===== src/rtl/niblink_pkg.sv =====
package niblink_pkg;
  localparam int NIB_W = 4;

  typedef enum logic [1:0] {
    RX_IDLE = 2'd0,
    RX_DATA = 2'd1,
    RX_TAIL = 2'd2,
    RX_ACK  = 2'd3
  } rx_state_t;

  // First nibble of a message: select in the top bits, marker in bit 0.
  function automatic logic [NIB_W-1:0] lead_nib(input logic [1:0] sel);
    return {sel, 2'b01};
  endfunction

  // Last nibble of a full write: select in the low bits.
  function automatic logic [NIB_W-1:0] tail_nib(input logic [1:0] sel);
    return {2'b00, sel};
  endfunction

  // Number of nibbles in a message.
  function automatic int unsigned frame_len(input logic [1:0] sel, input int unsigned nibbles);
    return (sel == 2'b00) ? 2 : nibbles + 2;
  endfunction
endpackage


===== src/rtl/niblink_tx.sv =====
module niblink_tx
  import niblink_pkg::*;
#(
  parameter int DATA_W = 32
) (
  input  logic              clk,
  input  logic              rst_n,
  input  logic              req_valid,
  input  logic [1:0]        req_sel,
  input  logic [DATA_W-1:0] req_data,
  output logic [NIB_W-1:0]  link_o,
  output logic              busy_o,
  output logic              done_o
);
  localparam int NIBBLES = DATA_W / NIB_W;
  localparam int SW      = $clog2(NIBBLES + 3);

  logic [SW-1:0]     slot_q;
  logic [DATA_W-1:0] sh_q;
  logic [1:0]        sel_q;
  logic [NIB_W-1:0]  link_q;
  logic              busy_q;
  logic              done_q;

  logic              accept;
  logic              at_end;
  logic [SW-1:0]     last_slot;

  assign accept    = req_valid && !busy_q;
  assign last_slot = SW'(frame_len(sel_q, NIBBLES));
  assign at_end    = busy_q && (slot_q == last_slot);

  always_ff @(posedge clk or negedge rst_n) begin
    if (!rst_n) begin
      slot_q <= '0;
      sh_q   <= '0;
      sel_q  <= 2'b00;
      link_q <= '0;
      busy_q <= 1'b0;
      done_q <= 1'b0;
    end else begin
      done_q <= 1'b0;
      if (accept) begin
        link_q <= lead_nib(req_sel);
        sh_q   <= req_data;
        sel_q  <= req_sel;
        slot_q <= SW'(1);
        busy_q <= 1'b1;
      end else if (at_end) begin
        link_q <= '0;
        busy_q <= 1'b0;
        done_q <= 1'b1;
      end else if (busy_q) begin
        slot_q <= slot_q + SW'(1);
        if (sel_q == 2'b00) begin
          link_q <= '0;
        end else if (slot_q <= SW'(NIBBLES)) begin
          link_q <= sh_q[NIB_W-1:0];
          sh_q   <= sh_q >> NIB_W;
        end else begin
          link_q <= tail_nib(sel_q);
        end
      end
    end
  end

  assign link_o = link_q;
  assign busy_o = busy_q;
  assign done_o = done_q;

  assert_start_marker_R2: assert property (@(posedge clk) disable iff (!rst_n)
    accept |=> link_q[0]);
  assert_ignore_busy_R6: assert property (@(posedge clk) disable iff (!rst_n)
    (busy_q && !at_end) |=> (busy_q && $stable(sel_q)));
  assert_idle_after_R4: assert property (@(posedge clk) disable iff (!rst_n)
    $fell(busy_q) |-> (link_q == '0 && done_q));
  assert_done_single_R5: assert property (@(posedge clk) disable iff (!rst_n)
    done_q |=> !done_q);
endmodule


===== src/rtl/niblink_rx.sv =====
module niblink_rx
  import niblink_pkg::*;
#(
  parameter int DATA_W = 32
) (
  input  logic              clk,
  input  logic              rst_n,
  input  logic [NIB_W-1:0]  link_i,
  output logic [DATA_W-1:0] mode_o,
  output logic [DATA_W-1:0] x_o,
  output logic [DATA_W-1:0] y_o,
  output logic              ack_o
);
  localparam int NIBBLES = DATA_W / NIB_W;
  localparam int CW      = $clog2(NIBBLES);

  rx_state_t         st_q;
  logic [CW-1:0]     cnt_q;
  logic [1:0]        sel_q;
  logic [DATA_W-1:0] shadow_q;
  logic [DATA_W-1:0] mode_q, x_q, y_q;
  logic              ack_q;

  logic commit;
  logic ack_fire;

  assign commit   = (st_q == RX_TAIL) && (link_i == tail_nib(sel_q));
  assign ack_fire = (st_q == RX_ACK) && (link_i == '0);

  always_ff @(posedge clk or negedge rst_n) begin
    if (!rst_n) begin
      st_q     <= RX_IDLE;
      cnt_q    <= '0;
      sel_q    <= 2'b00;
      shadow_q <= '0;
      mode_q   <= '0;
      x_q      <= '0;
      y_q      <= '0;
      ack_q    <= 1'b0;
    end else begin
      ack_q <= ack_fire;
      case (st_q)
        RX_IDLE: begin
          if (link_i != '0) begin
            sel_q <= link_i[3:2];
            cnt_q <= '0;
            st_q  <= (link_i[3:2] == 2'b00) ? RX_ACK : RX_DATA;
          end
        end
        RX_DATA: begin
          shadow_q <= {link_i, shadow_q[DATA_W-1:NIB_W]};
          cnt_q    <= cnt_q + CW'(1);
          if (cnt_q == CW'(NIBBLES - 1)) st_q <= RX_TAIL;
        end
        RX_TAIL: begin
          if (commit) begin
            case (sel_q)
              2'b01:   mode_q <= shadow_q;
              2'b10:   x_q    <= shadow_q;
              default: y_q    <= shadow_q;
            endcase
          end
          st_q <= RX_IDLE;
        end
        default: st_q <= RX_IDLE;
      endcase
    end
  end

  assign mode_o = mode_q;
  assign x_o    = x_q;
  assign y_o    = y_q;
  assign ack_o  = ack_q;

  assert_no_partial_R7: assert property (@(posedge clk) disable iff (!rst_n)
    !commit |=> ($stable(mode_q) && $stable(x_q) && $stable(y_q)));
  assert_ack_single_R8: assert property (@(posedge clk) disable iff (!rst_n)
    ack_q |=> !ack_q);
  assert_idle_stays_R9: assert property (@(posedge clk) disable iff (!rst_n)
    (st_q == RX_IDLE && link_i == '0) |=> (st_q == RX_IDLE && !ack_q));
endmodule


===== src/rtl/niblink_top.sv =====
module niblink_top
  import niblink_pkg::*;
#(
  parameter int DATA_W = 32
) (
  input  logic              clk,
  input  logic              rst_n,
  input  logic              req_valid,
  input  logic [1:0]        req_sel,
  input  logic [DATA_W-1:0] req_data,
  output logic              busy,
  output logic              done,
  output logic [3:0]        link_nib,
  output logic [DATA_W-1:0] reg_mode,
  output logic [DATA_W-1:0] reg_x,
  output logic [DATA_W-1:0] reg_y,
  output logic              ack_pulse
);
  logic [NIB_W-1:0] link_w;

  niblink_tx #(.DATA_W(DATA_W)) u_tx (
    .clk(clk), .rst_n(rst_n), .req_valid(req_valid), .req_sel(req_sel),
    .req_data(req_data), .link_o(link_w), .busy_o(busy), .done_o(done)
  );

  niblink_rx #(.DATA_W(DATA_W)) u_rx (
    .clk(clk), .rst_n(rst_n), .link_i(link_w), .mode_o(reg_mode),
    .x_o(reg_x), .y_o(reg_y), .ack_o(ack_pulse)
  );

  assign link_nib = link_w;
endmodule


===== config.mk =====
export PLATFORM = sky130hd
export DESIGN_NAME = niblink_top
export DESIGN_NICKNAME = d
export VERILOG_FILES = /design/src/rtl/niblink_pkg.sv /design/src/rtl/niblink_tx.sv /design/src/rtl/niblink_rx.sv /design/src/rtl/niblink_top.sv
export SDC_FILE = /design/constraint.sdc
export NUM_CORES = 1
export LEC_CHECK = 0
export BUFFER_PORTS_ARGS = -buffer_cell sky130_fd_sc_hd__buf_4
export CAP_MARGIN = 15
export CORE_MARGIN = 1
export CORE_UTILIZATION = 55
export CTS_BUF_LIST = sky130_fd_sc_hd__clkbuf_4
export DETAILED_ROUTE_END_ITERATION = 10
export HOLD_SLACK_MARGIN = 0.02
export MAX_ROUTING_LAYER = met4
export PLACE_DENSITY = 0.79
export SLEW_MARGIN = 20
export SYNTH_ARGS = -nofsm -noshare
export SYNTH_HDL_FRONTEND = slang
export SYNTH_SLANG_ARGS = --single-unit

===== constraint.sdc =====
create_clock -name clk -period 2.75 [get_ports clk]
set_input_delay 0.4125 -clock clk [delete_from_list [all_inputs] [get_ports clk]]
set_output_delay 0.4125 -clock clk [all_outputs]
set_load 0.02 [all_outputs]

==> run_results.csv, run 1 <==
group,metric,value,unit
routing,drt_iter0_drc,281,
final_layout,postLayoutCoreUtil,69.4,%
clock_tree,htree_levels,4,
global_routing,grt_pass1_wl,24700,microns
yosys,synth_mux_area_share,16.1,%
yosys,synthTopCellsByArea,"dfrtp_1 62%, mux2_2 14%, nand2_1 7.4%, a21oi_1 4.0%, nor2_1 1.6%",
yosys,synth_edf_count,0,
place,dp.cells,901,
final_layout,multi_input_area,0.00258,sq mm
yosys,synth_area_per_cell,11.9,sq um
yosys,synthArstFlopShare,100,%
flow_run,drv_cap,0,
yosys,ys.flop_type,"dfrtp_1",
yosys,syn_nets,656,
timing,worst_pin_slew,0.511,ns
final_layout,drive_gt1_share,37.1,%
min_path,worstHoldPathCells,3,
yosys,syn_inst,612,
critical_path,cp-end-kind,"register",
power_and_ir_drop,internal_power,5.69,mW
final_layout,fill_cells,937,
timing,setup_viol,0,
floorplanning,dieArea,0.0137,sq mm
yosys,ys_ff_latch,180,
global_routing,track_usage,24.7,%
routing,drc,0,
place,hpwl,10200,microns
timing,hold_viol_final,0,
yosys,synth_top_family_by_area,"multiplexers",
clock_tree,cts_resized,0,
floorplanning,rows,41,
floorplanning,die_y,117,microns
clock_tree,postCtsSetupRepairBufs,0,
timing,max_freq,0.502,GHz
critical_path,startpoint,"u_tx.link_o[3]",
final_layout,syn_to_final_growth,21.4,%
timing,fin_skew,0.0138,ns
timing,finalMaxSlewViolations,0,
yosys,synth.most_common_cell,"dfrtp_1",
timing,slew_headroom,65.9,%
place,port_buffers,139,
final_layout,nNetsFinal,798,
critical_path,worst_r2r_path_depth,4,
critical_path,crit_type,"register to register",
yosys,yosys.area_share.simple,11.2,%
clock_tree,clock_sinks,180,
timing,layout_min_cycle_time,1.99,ns
power_and_ir_drop,seqPwrFrac,45.9,%
critical_path,critPathRequiredTime,3.20,ns
clock_tree,clk_pin_slew_worst_paths,0.13,ns
floorplanning,die_w,117,microns
yosys,syn_area,0.00730,sq mm
yosys,yosys.area_share.adder,1.20,%
clock_tree,cts_root_buffer,"clkbuf_4",
place,place_congestion,0.835,
floorplanning,core_area,0.0128,sq mm
yosys,synthXorXnorAreaFrac,0.360,%
yosys,ys_types,38,
power_and_ir_drop,switching_share,38.4,%
yosys,synth_warnings,0,
power_and_ir_drop,powerDensity,1040,mW/mm^2
global_routing,grt_overflow,0,
yosys,synth_common_cells,"180 x dfrtp_1, 144 x nand2_1, 93 x mux2_2, 58 x a21oi_1, 31 x nor2_1",
min_path,hp-class,"primary input to register",
routing,viasPerCell,5.33,
routing,ant_nets,0,
clock_tree,cts_tree,"built",
power_and_ir_drop,ir_drop,0.000536,V
timing,hold-worst-slack,0.0868,ns
clock_tree,cts_buffers,17,
yosys,seq_area_frac_synth,61.7,%
floorplanning,io_pins,140,
critical_path,reg2reg_to,"u_rx.mode_o[5]",
routing,drtPass1Iterations,4,
power_and_ir_drop,pwr-share-comb,37.3,%
critical_path,crit_arrival,2.44,ns
yosys,yosysTopAreaCell,"dfrtp_1",
global_routing,grt_max_degree,71,
min_path,hold_start,"req_data[28]",
critical_path,start_kind,"register",
final_layout,seq_area,0.00450,sq mm
clock_tree,clk_latency,0.56,ns
routing,wirelength,15200,microns
timing,rsz0062_at_grt,"no",
timing,final.setup.tns,0,ns
global_routing,antenna_found_initial,1,
critical_path,rr_startpoint,"u_tx.link_o[3]",
timing,post-route-period-util,72.4,%
yosys,synth-compound-area-share,6.38,%
power_and_ir_drop,p_sw,3.54,mW
critical_path,crit_fanout,22,
power_and_ir_drop,power_frac_clock,16.8,%
global_routing,grt_pass1_vias,4972,
routing,vias,4996,
yosys,yosys.area.top_type_share,61.7,%
clock_tree,cts_buffer_depth,2,
routing,wl_per_cell,16.2,microns
final_layout,final_cells,938,
min_path,min_to,"u_tx.sh_q[28]",
power_and_ir_drop,p_leak,4.75,nW
floorplanning,initial_utilization,57.1,%
outcome,status,"finished clean",
critical_path,reg2reg_setup_slack,0.76,ns
-- cells by family (layout without fill, tap and decap cells) --
kind of cell | count (synthesis) | count (layout)
fa+ha+maj | 7 | 7
compound gates | 83 | 83
buf+inv | 39 | 192
mux | 103 | 103
xor+xnor | 3 | 3
flops | 180 | 180
simple gates | 197 | 197
other cells | 0 | 1
-- cell type report --
type	instances	share of cell area, %
antenna	1	0.0282
timing repair buffer	156	14.0
multi-input combinational	393	29.1
sequential	180	50.8
inverter	6	0.254
clock buffer	18	1.52
tap	172	2.43
clock inverter	12	1.85
-- cells in the final DEF, fill, tap and decap left out, types with 2 or more instances in the layout --
master / synthesis / layout
clkinvlp_4: 0 / 3
inv_1: 6 / 6
o21ai_0: 11 / 11
bufinv_16: 0 / 4
buf_12: 0 / 4
dlygate4sd3_1: 0 / 6
clkinv_1: 0 / 3
nand4_2: 3 / 3
nor2b_1: 5 / 3
a22o_1: 3 / 3
buf_4: 0 / 145
ha_1: 7 / 7
nand2b_1: 4 / 4
a21oi_1: 58 / 58
nand2_1: 144 / 144
o31ai_1: 4 / 4
clkinv_2: 0 / 2
mux2i_1: 4 / 4
xor2_1: 2 / 2
nor2_1: 31 / 31
or3_1: 2 / 2
clkbuf_4: 0 / 18
dfrtp_1: 180 / 180
nor2b_2: 0 / 2
mux2_4: 5 / 5
mux2_2: 93 / 93
-- per-stage QoR --
step	cell area, sq um	setup WS [ns]	power [mW]
2_1_floorplan	7300	1.09	6.43
3_3_place_gp	8500	0.860	7.58
3_5_place_dp	8500	0.735	7.74
4_1_cts	8860	0.725	9.31
5_1_grt	8860	0.607	9.87
6_report	8860	0.759	9.23
-- power by group through the flow --
stage               Clock (mW)  Combinational (mW)  Sequential (mW)
floorplan                    0                1.95             4.48
global placement             0                3.34             4.24
detailed placement           0                3.46             4.29
CTS                       1.60                3.48             4.24
global route              1.70                3.82             4.35
finish                    1.55                3.44             4.24
-- critical path: stages (launching register included) --
cell and delay, ns:
dfrtp_1 0.48, nor3_2 0.37, nand4_2 0.42, buf_12 0.32, mux2_2 0.29
-- worst max-delay path by stage --
stage	to	slack [ns]	depth (start not counted)
2_1_floorplan	u_rx.y_o[27]	1.09	5
3_3_place_gp	u_rx.mode_o[3]	0.86	5
3_5_place_dp	u_rx.mode_o[17]	0.73	4
4_1_cts	u_rx.mode_o[5]	0.73	4
5_1_grt	u_rx.mode_o[5]	0.61	4
6_report	u_rx.mode_o[5]	0.76	4
-- flip-flops by register name (all words and copies together) (netlist names), 2 cells and up --
register,count
u_tx.sel_q,2
u_rx.shadow_q,32
u_rx.sel_q,2
u_rx.y_o,32
u_tx.sh_q,32
u_tx.link_o,4
u_rx.mode_o,32
u_rx.cnt_q,3
u_rx.x_o,32
u_tx.slot_q,4
u_rx.st_q,2
-- layer usage --
layer	global-route usage, %	part of all wire, %	vias to the layer above
met5	-	0	-
met4	10.6	2.2	0
met3	5.15	4.6	21
met2	39.1	50	136
met1	31.0	43	2483
li1	-	-	2356
-- what timing repair did --
action / in CTS / in global routing
setup endpoints to repair: 0 / 0
hold buffers: 6 / 0
endpoints found under the hold margin: 58 / 0
No activity file was read; power rests on OpenSTA's default activity.
==> inputs of run 2 (changes only) <==
Settings changed: ABC_AREA set to 1, CORE_UTILIZATION 55 to 52, PLACE_DENSITY 0.79 to 0.78.
Clock period 2.75 ns to 1.7 ns, I/O delays scaled along.
==> run 2 against run 1 <==
The run now ends with design-rule violations left; routed wire length rose by 23%; synthesized cell count rose by 47%; hold slack improved by 0.11 ns; clock-buffer cell count rose by 5; first-iteration DRC count rose by 88%; area after synthesis rose by 5.2%; die area rose by 11%; via count rose by 32%; final area rose by 11%.
==> run_results.csv, run 2 <==
group,metric,value,unit
clock_tree,clk_pin_slew_worst_paths,0.13,ns
yosys,ys_ff_latch,180,
routing,drtPass1Iterations,8,
power_and_ir_drop,seqPwrFrac,42.0,%
timing,setup_viol,0,
routing,wirelength,18700,microns
power_and_ir_drop,power_frac_clock,16.6,%
clock_tree,htree_levels,4,
global_routing,track_usage,26.7,%
critical_path,crit_arrival,2.13,ns
floorplanning,dieArea,0.0153,sq mm
timing,worst_pin_slew,0.589,ns
power_and_ir_drop,ir_drop,0.000804,V
power_and_ir_drop,p_sw,6.63,mW
yosys,ys.flop_type,"dfrtp_1",
place,placed_area,0.00907,sq mm
routing,ant_nets,0,
critical_path,reg2reg_setup_slack,0.07,ns
floorplanning,initial_utilization,53.0,%
critical_path,cp-end-kind,"register",
clock_tree,clock_sinks,180,
floorplanning,die_w,124,microns
power_and_ir_drop,powerDensity,1630,mW/mm^2
final_layout,nNetsFinal,1127,
yosys,yosysTopAreaCell,"dfrtp_1",
clock_tree,cts_root_buffer,"clkbuf_4",
power_and_ir_drop,switching_share,41.5,%
final_layout,final_area,0.00980,sq mm
yosys,synth_area_per_cell,8.53,sq um
floorplanning,core_area,0.0145,sq mm
power_and_ir_drop,pwr-share-comb,41.4,%
global_routing,grt_pass1_wl,30300,microns
final_layout,fill_cells,1175,
final_layout,final_common_cell,"nand2_1",
final_layout,diodes,0,
routing,viasPerCell,5.17,
yosys,seq_area_frac_synth,58.7,%
timing,hold-worst-slack,0.192,ns
power_and_ir_drop,p_leak,5.55,nW
timing,final.setup.tns,0,ns
clock_tree,cts_buffer_depth,2,
critical_path,worst_r2r_path_depth,10,
critical_path,crit_type,"register to register",
final_layout,syn_to_final_growth,27.6,%
timing,post-route-period-util,96.0,%
yosys,syn_area,0.00768,sq mm
timing,layout_min_cycle_time,1.63,ns
clock_tree,clk_latency,0.56,ns
timing,hold_viol_final,0,
routing,vias,6612,
yosys,synth_edf_count,0,
global_routing,antenna_found_initial,0,
routing,drc,1,
clock_tree,cts_buffers,17,
global_routing,grt_overflow,0,
clock_tree,cts_tree,"built",
global_routing,grt_max_degree,50,
yosys,syn_inst,900,
floorplanning,io_pins,140,
place,place_congestion,0.800,
critical_path,crit_fanout,28,
floorplanning,rows,44,
final_layout,mostFrequentLayoutCells,"437 x nand2_1, 180 x dfrtp_1, 164 x buf_4",
place,port_buffers,139,
yosys,synth_warnings,0,
place,hpwl,12400,microns
timing,finalMaxSlewViolations,0,
floorplanning,die_y,124,microns
timing,rsz0062_at_grt,"yes",
flow_run,drv_cap,0,
yosys,yosys.area.top_type_share,58.7,%
yosys,syn_nets,944,
timing,slew_headroom,60.7,%
routing,wl_per_cell,14.6,microns
global_routing,grt_pass1_vias,6296,
critical_path,critPathRequiredTime,2.20,ns
final_layout,seq_area,0.00450,sq mm
outcome,status,"finished with violations",
critical_path,start_kind,"register",
min_path,hp-class,"primary input to asynchronous set/reset pin",
power_and_ir_drop,internal_power,9.34,mW
timing,fin_skew,0.0219,ns
final_layout,final_cells,1280,
yosys,synthArstFlopShare,100,%
timing,max_freq,0.613,GHz
outcome,violations,"design-rule violations",
place,dp.cells,1210,
yosys,synth.most_common_cell,"nand2_1",
routing,drt_iter0_drc,528,
final_layout,multi_input_area,0.00277,sq mm
final_layout,drive_gt1_share,20.3,%
critical_path,reg2reg_to,"u_tx.sh_q[17]",
critical_path,rr_startpoint,"u_tx.slot_q[1]",
yosys,synthTopCellsByArea,"dfrtp_1 59%, nand2_1 21%, o21ai_0 5.2%, o21ai_1 2.5%, nand3_1 2.4%",
yosys,ys_types,27,
yosys,synth_common_cells,"437 x nand2_1, 180 x dfrtp_1, 80 x o21ai_0, 38 x o21ai_1, 37 x nand3_1",
[run 2: critical path, stage by stage (launching register included)]
cell and delay [ns]:
dfrtp_1 0.44, inv_1 0.08, ha_1 0.13, nand2_1 0.05
nand2_1 0.08, nand2_1 0.09, inv_1 0.07, nand3_2 0.15
nand2_4 0.29, nand2_1 0.10, nand2_1 0.07
[run 2: metal layers]
| metal | vias to the layer above | track usage, % | wire length, microns |
|---|---|---|---|
| met3 | 28 | 5.49 | 1020 |
| li1 | 3209 | - | - |
| met4 | 0 | 8.13 | 312 |
| met5 | - | - | 0 |
| met1 | 3174 | 33.4 | 7990 |
| met2 | 201 | 43.7 | 9360 |
[run 2: cells by family (layout without fill, tap and decap cells)]
| family | after synthesis | count (layout) | synth area share (%) |
|---|---|---|---|
| flip-flops | 180 | 180 | 58.7 |
| XOR/XNOR | 4 | 4 | 0.456 |
| AND/OR/NAND/NOR | 500 | 500 | 25.7 |
| AO/OA/AOI/OAI | 128 | 128 | 8.57 |
| buffers and inverters | 81 | 277 | 5.46 |
| adder cells (fa/ha/maj) | 7 | 7 | 1.14 |
[run 2: layout make-up]
class | instances | share of cell area, %
Clock buffer | 23 | 1.76
Multi-Input combinational cell | 639 | 28.2
Tap cell | 184 | 2.35
Inverter | 31 | 1.19
Sequential cell | 180 | 46.0
Timing Repair Buffer | 214 | 18.9
Clock inverter | 9 | 1.56
[run 2: power groups by stage]
stage | clock network (mW) | registers (mW) | logic, mW
after global placement | 0 | 6.75 | 6.32
after floorplan | 0 | 7.27 | 3.34
after global routing | 2.87 | 6.85 | 7.35
final | 2.65 | 6.70 | 6.62
after CTS | 2.69 | 6.69 | 6.62
after detailed placement | 0 | 6.77 | 6.49
[run 2: worst max path at each step]
stage | startpoint | end | depth (start not counted)
3_5_place_dp | u_rx.sel_q[1] | u_rx.y_o[25] | 5
5_1_grt | u_tx.slot_q[1] | u_tx.sh_q[0] | 10
2_1_floorplan | u_tx.link_o[3] | u_rx.mode_o[11] | 6
3_3_place_gp | u_rx.sel_q[1] | u_rx.mode_o[25] | 6
4_1_cts | u_tx.slot_q[1] | u_tx.sh_q[0] | 10
6_report | u_tx.slot_q[1] | u_tx.sh_q[17] | 10
[run 2: repair_timing]
item,in CTS,in global routing
pin swaps,1,0
endpoints found under the setup margin,57,35
buffers inserted,2,0
resized for setup,1,2
hold buffers,36,0
hold endpoints to repair,205,0
[run 2: metrics by stage]
stage                     total power [mW]  utilization (%)  setup slack, ns
after detailed placement              13.3             62.7          -0.0554
after CTS                             16.0             67.6           0.0161
final                                 16.0             67.7           0.0685
after floorplan                       10.6                -            0.148
after global placement                13.1             62.7           0.0415
after global routing                  17.1             67.7          -0.0654
